`src/rtl/nlfsr64_pkg.sv`:
```
package nlfsr64_pkg;
  localparam int BLK_W   = 64;
  localparam int U_W     = 25;
  localparam int W_W     = BLK_W - U_W;
  localparam int KEY_W   = 80;
  localparam int ROUNDS  = 254;
  localparam int STEPS   = 3;
  localparam int KEY_ADV = 2;
  // upper-register function taps
  localparam int UA_X0 = 24, UA_X1 = 15, UA_P0 = 20, UA_P1 = 11, UA_IR = 9;
  // lower-register function taps
  localparam int WB_X0 = 38, WB_X1 = 25, WB_P0 = 33, WB_P1 = 21, WB_Q0 = 14, WB_Q1 = 9;
  // key recurrence exponents x^80 + x^61 + x^50 + x^13 + 1
  localparam int KP_A = 61, KP_B = 50, KP_C = 13;
  // irregular-update LFSR x^8 + x^7 + x^5 + x^3 + 1
  localparam int IR_W = 8;
  localparam int IP_A = 7, IP_B = 5, IP_C = 3;
endpackage

```
`src/rtl/nlfsr64_round.sv`:
```
module nlfsr64_round
  import nlfsr64_pkg::*;
#(
  parameter int NSTEP = STEPS
) (
  input  logic [U_W-1:0] u_i,
  input  logic [W_W-1:0] w_i,
  input  logic           ka_i,
  input  logic           kb_i,
  input  logic           ir_i,
  output logic [U_W-1:0] u_o,
  output logic [W_W-1:0] w_o
);
  logic [NSTEP-1:0] fa, fb;

  // step j reads the taps j places lower; step 0 lands highest
  for (genvar j = 0; j < NSTEP; j++) begin : g_step
    assign fa[NSTEP-1-j] = u_i[UA_X0-j] ^ u_i[UA_X1-j]
                         ^ (u_i[UA_P0-j] & u_i[UA_P1-j])
                         ^ (u_i[UA_IR-j] & ir_i) ^ ka_i;
    assign fb[NSTEP-1-j] = w_i[WB_X0-j] ^ w_i[WB_X1-j]
                         ^ (w_i[WB_P0-j] & w_i[WB_P1-j])
                         ^ (w_i[WB_Q0-j] & w_i[WB_Q1-j]) ^ kb_i;
  end

  assign u_o = {u_i[U_W-1-NSTEP:0], fb};
  assign w_o = {w_i[W_W-1-NSTEP:0], fa};
endmodule

```
`src/rtl/nlfsr64_keyreg.sv`:
```
module nlfsr64_keyreg
  import nlfsr64_pkg::*;
#(
  parameter int KW  = KEY_W,
  parameter int ADV = KEY_ADV
) (
  input  logic          clk_i,
  input  logic          rst_ni,
  input  logic          load_i,
  input  logic          adv_i,
  input  logic [KW-1:0] key_i,
  output logic [KW-1:0] st_o
);
  localparam int OFF_A = KW - KP_A;
  localparam int OFF_B = KW - KP_B;
  localparam int OFF_C = KW - KP_C;

  logic [KW-1:0]  st_q, st_nxt;
  logic [ADV-1:0] fbk;

  for (genvar j = 0; j < ADV; j++) begin : g_fb
    assign fbk[j] = st_q[j] ^ st_q[j+OFF_A] ^ st_q[j+OFF_B] ^ st_q[j+OFF_C];
  end

  assign st_nxt = {fbk, st_q[KW-1:ADV]};

  always_ff @(posedge clk_i or negedge rst_ni) begin
    if (!rst_ni)     st_q <= '0;
    else if (load_i) st_q <= key_i;
    else if (adv_i)  st_q <= st_nxt;
  end

  assign st_o = st_q;
endmodule

```
`src/rtl/nlfsr64_irgen.sv`:
```
module nlfsr64_irgen
  import nlfsr64_pkg::*;
(
  input  logic            clk_i,
  input  logic            rst_ni,
  input  logic            load_i,
  input  logic            adv_i,
  output logic [IR_W-1:0] st_o
);
  logic [IR_W-1:0] st_q;
  logic            fbk;

  assign fbk = st_q[IR_W-1] ^ st_q[IP_A-1] ^ st_q[IP_B-1] ^ st_q[IP_C-1];

  always_ff @(posedge clk_i or negedge rst_ni) begin
    if (!rst_ni)     st_q <= '0;
    else if (load_i) st_q <= '1;
    else if (adv_i)  st_q <= {st_q[IR_W-2:0], fbk};
  end

  assign st_o = st_q;
endmodule

```
`src/rtl/nlfsr64_enc.sv`:
```
module nlfsr64_enc
  import nlfsr64_pkg::*;
#(
  parameter int NROUND = ROUNDS
) (
  input  logic             clk_i,
  input  logic             rst_ni,
  input  logic             start_i,
  input  logic [BLK_W-1:0] plain_i,
  input  logic [KEY_W-1:0] key_i,
  output logic             busy_o,
  output logic             done_o,
  output logic [BLK_W-1:0] cipher_o
);
  localparam int CNT_W = $clog2(NROUND);
  localparam logic [CNT_W-1:0] LAST = CNT_W'(NROUND - 1);

  logic [U_W-1:0]   u_q, u_nxt;
  logic [W_W-1:0]   w_q, w_nxt;
  logic [CNT_W-1:0] rnd_q;
  logic             busy_q, done_q;
  logic             accept;
  logic [KEY_W-1:0] key_st;
  logic [IR_W-1:0]  ir_st;

  assign accept = start_i & ~busy_q;

  nlfsr64_keyreg u_key (
    .clk_i (clk_i),
    .rst_ni(rst_ni),
    .load_i(accept),
    .adv_i (busy_q),
    .key_i (key_i),
    .st_o  (key_st)
  );

  nlfsr64_irgen u_ir (
    .clk_i (clk_i),
    .rst_ni(rst_ni),
    .load_i(accept),
    .adv_i (busy_q),
    .st_o  (ir_st)
  );

  nlfsr64_round #(.NSTEP(STEPS)) u_rnd (
    .u_i (u_q),
    .w_i (w_q),
    .ka_i(key_st[0]),
    .kb_i(key_st[1]),
    .ir_i(ir_st[IR_W-1]),
    .u_o (u_nxt),
    .w_o (w_nxt)
  );

  always_ff @(posedge clk_i or negedge rst_ni) begin
    if (!rst_ni) begin
      u_q    <= '0;
      w_q    <= '0;
      rnd_q  <= '0;
      busy_q <= 1'b0;
      done_q <= 1'b0;
    end else begin
      done_q <= 1'b0;
      if (accept) begin
        u_q    <= plain_i[BLK_W-1:W_W];
        w_q    <= plain_i[W_W-1:0];
        rnd_q  <= '0;
        busy_q <= 1'b1;
      end else if (busy_q) begin
        u_q   <= u_nxt;
        w_q   <= w_nxt;
        rnd_q <= rnd_q + 1'b1;
        if (rnd_q == LAST) begin
          busy_q <= 1'b0;
          done_q <= 1'b1;
        end
      end
    end
  end

  assign busy_o   = busy_q;
  assign done_o   = done_q;
  assign cipher_o = {u_q, w_q};
endmodule

```
`config.mk`:
```
export PLATFORM = sky130hd
export DESIGN_NAME = nlfsr64_enc
export DESIGN_NICKNAME = d
export VERILOG_FILES = /design/src/rtl/nlfsr64_pkg.sv /design/src/rtl/nlfsr64_round.sv /design/src/rtl/nlfsr64_keyreg.sv /design/src/rtl/nlfsr64_irgen.sv /design/src/rtl/nlfsr64_enc.sv
export SDC_FILE = /design/constraint.sdc
export NUM_CORES = 1
export LEC_CHECK = 0
export ABC_CLOCK_PERIOD_IN_PS = 2300
export CORE_ASPECT_RATIO = 0.7
export CORE_MARGIN = 3
export CORE_UTILIZATION = 45
export CTS_CLUSTER_SIZE = 20
export DETAILED_ROUTE_END_ITERATION = 7
export GPL_ROUTABILITY_DRIVEN = 0
export GPL_TIMING_DRIVEN = 0
export PLACE_DENSITY = 0.81
export SKIP_CTS_REPAIR_TIMING = 1
export SLEW_MARGIN = 40
export SYNTH_ARGS = -nofsm -noshare
export SYNTH_HDL_FRONTEND = slang
export SYNTH_SLANG_ARGS = --single-unit
```
`constraint.sdc`:
```
create_clock -name clk_i -period 2.3 [get_ports clk_i]
set_input_delay 0.345 -clock clk_i [delete_from_list [all_inputs] [get_ports clk_i]]
set_output_delay 0.345 -clock clk_i [all_outputs]
set_load 0.05 [all_outputs]
```
==> impl_metrics.tcl <==
set metrics [dict create \
    status "finished clean" \
    num_io_pins 213 \
    worstPathRequired_ns 1.96 \
    synthTopCellsByArea "dfrtp_1 (52%), mux2i_1 (20%), nand2_1 (7.8%)" \
    coreArea_um2 16500 \
    track_usage_pct 23.5 \
    overflow 0 \
    wire_per_inst_um 17.7 \
    cpLargestDelayFamily "buffers and inverters" \
    synth_seq_cells 162 \
    wl_mm 21.5 \
    fill_cells 1265 \
    setup_viol 0 \
    cap_viol_max_count 0 \
    worstPathArrival_ns 1.73 \
    nets 1127 \
    synth_top_cell_area_share_pct 52.5 \
    grt_pass1_vias 6397 \
    clockBufferDepth 2 \
    vias_per_cell 5.25 \
    cp-start-kind "flop" \
    worstPathCellList "clkdlybuf4s50_1" \
    cts_tree "yes" \
    crit_fanout 6 \
    fin_area_um2 10800 \
    root_buffer "clkbuf_16" \
    io_buffers 212 \
    ys_types 27 \
    num_rows 39 \
    antenna_found_initial 2 \
    slowest_delay_ns 0.85 \
    synth_warnings 0 \
    num_antenna_cells 0 \
    p_leak_nw 5.10 \
    initial_core_util_pct 46.7 \
    h-tree-depth 4 \
    fin_tns_setup_ns 0 \
    fin_crit_sh_pct 90.0 \
    placed_area_um2 10200 \
    grt_max_degree 50 \
    cts.reportedPaths.clkPinSlew_ns 0.07 \
    dieHeight_um 116 \
    synth_cells 743 \
    drive_above_1_share_pct 6.26 \
    dp_hpwl_mm 15.9 \
    dieArea_um2 18800 \
    die_x_um 163 \
    tightest_slew_ns 0.565 \
    finalCriticalPeriod_ns 2.07 \
    drt_pass1_iterations 5 \
    finalClockSkew_ns 0.00894 \
    crit_path_end_kind "output port" \
    grt_pass1_wl_mm 34.5 \
    final_max_slew_viol_count 0 \
    finalPower_mw 15.2 \
    drcViolationCount 0 \
    dp_cells 1183 \
    worst_slack_ns 0.230 \
    synth_top_area_cell "dfrtp_1" \
    achievable-frequency_mhz 483 \
    synth_nets 892 \
    ant_nets 0 \
    area_growth_pct 40.1 \
    clkLatencyLatePin_ns 0.43 \
    hold_viol 0 \
    numClockSinks 162 \
    crit_type "flop to output port" \
    place_ws_ns 0.470 \
    ys_seq_area_share_pct 52.5 \
    syn_area_per_cell_um2 10.4 \
    peakVddDrop_uv 780 \
    cp.buffers_inverters 1 \
    cts_inserted_buffers 17 \
    cp_slowest_cell "clkdlybuf4s50_1" \
    maxSlewHeadroom_pct 62.2 \
    stdcell_count 1216 \
    drtIter0Drc 511 \
    powerDensity_nw_per_um2 1410 \
    rsz0062_at_grt "false" \
    syn-cell-area_um2 7730 \
    hold_class "primary input to asynchronous set/reset pin" \
    vias 6383 \
]
==> layout make-up <==
| class | instances | area (um^2) | area share, % |
|---|---|---|---|
| Buffer | 53 | 318 | 2.94 |
| Multi-Input combinational cell | 527 | 3350 | 31.0 |
| Clock buffer | 21 | 470 | 4.35 |
| Sequential cell | 162 | 4050 | 37.5 |
| Inverter | 1 | 3.75 | 0.0347 |
| Tap cell | 225 | 282 | 2.60 |
| Clock inverter | 11 | 126 | 1.17 |
| Timing Repair Buffer | 216 | 2220 | 20.5 |
==> through the flow <==
stage / utilization, % / hold slack, ns
global route: 65.4 / 0.367
global placement: 61.2 / 0.453
detailed placement: 61.8 / 0.212
floorplan: - / 0.0494
finish: 65.4 / 0.358
CTS: 65.4 / -0.246
==> final timing paths <==
check,cells past startpoint,slack [ns],endpoint,start
hold reg to reg,2,0.47,u_key.st_o[77]$_DFFE_PN0P_,u_key.st_o[79]$_DFFE_PN0P_
hold / removal,2,0.36,u_q[17]$_DFFE_PN0P_,rst_ni
setup reg to reg,3,0.81,w_q[6]$_DFFE_PN0P_,busy_o$_DFF_PN0_
max in group asynchronous,5,0.88,u_key.st_o[31]$_DFFE_PN0P_,rst_ni
setup / recovery,1,0.23,busy_o,busy_o$_DFF_PN0_
min in group clk_i,2,0.47,u_key.st_o[77]$_DFFE_PN0P_,u_key.st_o[79]$_DFFE_PN0P_
==> cells by family (layout without fill, tap and decap cells) <==
kind of cell             Yosys count  in the layout  share of synthesized area, %
XOR/XNOR                          34             34                          3.85
AND/OR/NAND/NOR                  184            184                          9.31
buffers and inverters             54            302                          4.16
flip-flops                       162            162                          52.5
adder cells (fa/ha/maj)            2              2                         0.324
multiplexers                     152            152                          19.7
AO/OA/AOI/OAI                    155            155                          10.2
==> power by group <==
group	leakage (nW)	switching (mW)	total [mW]	internal, mW
Combinational	2.91	4.03	6.80	2.77
Sequential	1.90	1.23	5.56	4.33
Clock	0.294	1.19	2.88	1.69
Total	5.10	6.45	15.2	8.79
==> synth_stat cells <==
cell type and count:
a21o_1 1, a21oi_1 1, and3_1 2, buf_1 3, buf_2 8, buf_4 7
buf_6 11, clkbuf_1 24, dfrtp_1 162, ha_1 2, inv_1 1, mux2_2 1
mux2i_1 151, nand2_1 161, nand2b_1 2, nand3_1 3, nand4_1 2, nor2_1 10
nor2b_1 2, nor3_1 1, nor3b_1 1, o211ai_1 1, o21ai_0 77, o21ai_1 73
o31ai_1 2, xnor2_1 26, xor2_1 8
==> state kept, by name (all words and copies together) (netlist names) <==
register / flops
w_q: 39
rnd_q: 8
u_key.st_o: 80
u_ir.st_o: 8
busy_o: 1
done_o: 1
u_q: 25
==> routing by layer <==
layer  wire length [um]  global-route usage, %  share of wire [%]  vias up
met1              10400                   34.7                 48     3086
met3               1520                   6.65                7.1       35
met2               9220                   34.2                 43      235
li1                   -                      -                  -     3023
met5                 22                      0               0.10        -
met4                369                   6.54                1.7        4
==> cells in the final DEF, fill, tap and decap left out <==
master | synthesis | layout
buf_2 | 8 | 8
nand2b_1 | 2 | 2
o21ai_1 | 73 | 73
o21ai_0 | 77 | 77
clkinv_2 | 0 | 3
inv_1 | 1 | 1
inv_6 | 0 | 3
dlygate4sd3_1 | 0 | 1
mux2_2 | 1 | 1
buf_8 | 0 | 1
clkinvlp_4 | 0 | 1
nor3_1 | 1 | 1
buf_16 | 0 | 3
o211ai_1 | 1 | 1
nor2b_1 | 2 | 2
nand2_1 | 161 | 161
clkbuf_16 | 0 | 17
xnor2_1 | 26 | 26
buf_6 | 11 | 11
mux2i_1 | 151 | 151
ha_1 | 2 | 2
nand4_1 | 2 | 2
nor3b_1 | 1 | 1
xor2_1 | 8 | 8
clkdlybuf4s50_1 | 0 | 211
a21o_1 | 1 | 1
clkinv_4 | 0 | 2
and3_1 | 2 | 2
a21oi_1 | 1 | 1
nand3_1 | 3 | 3
bufinv_16 | 0 | 2
o31ai_1 | 2 | 2
clkbuf_1 | 24 | 25
buf_1 | 3 | 3
nor2_1 | 10 | 10
buf_4 | 7 | 7
clkbuf_8 | 0 | 3
dfrtp_1 | 162 | 162
Note: power is estimated with default switching activity, not from simulation.
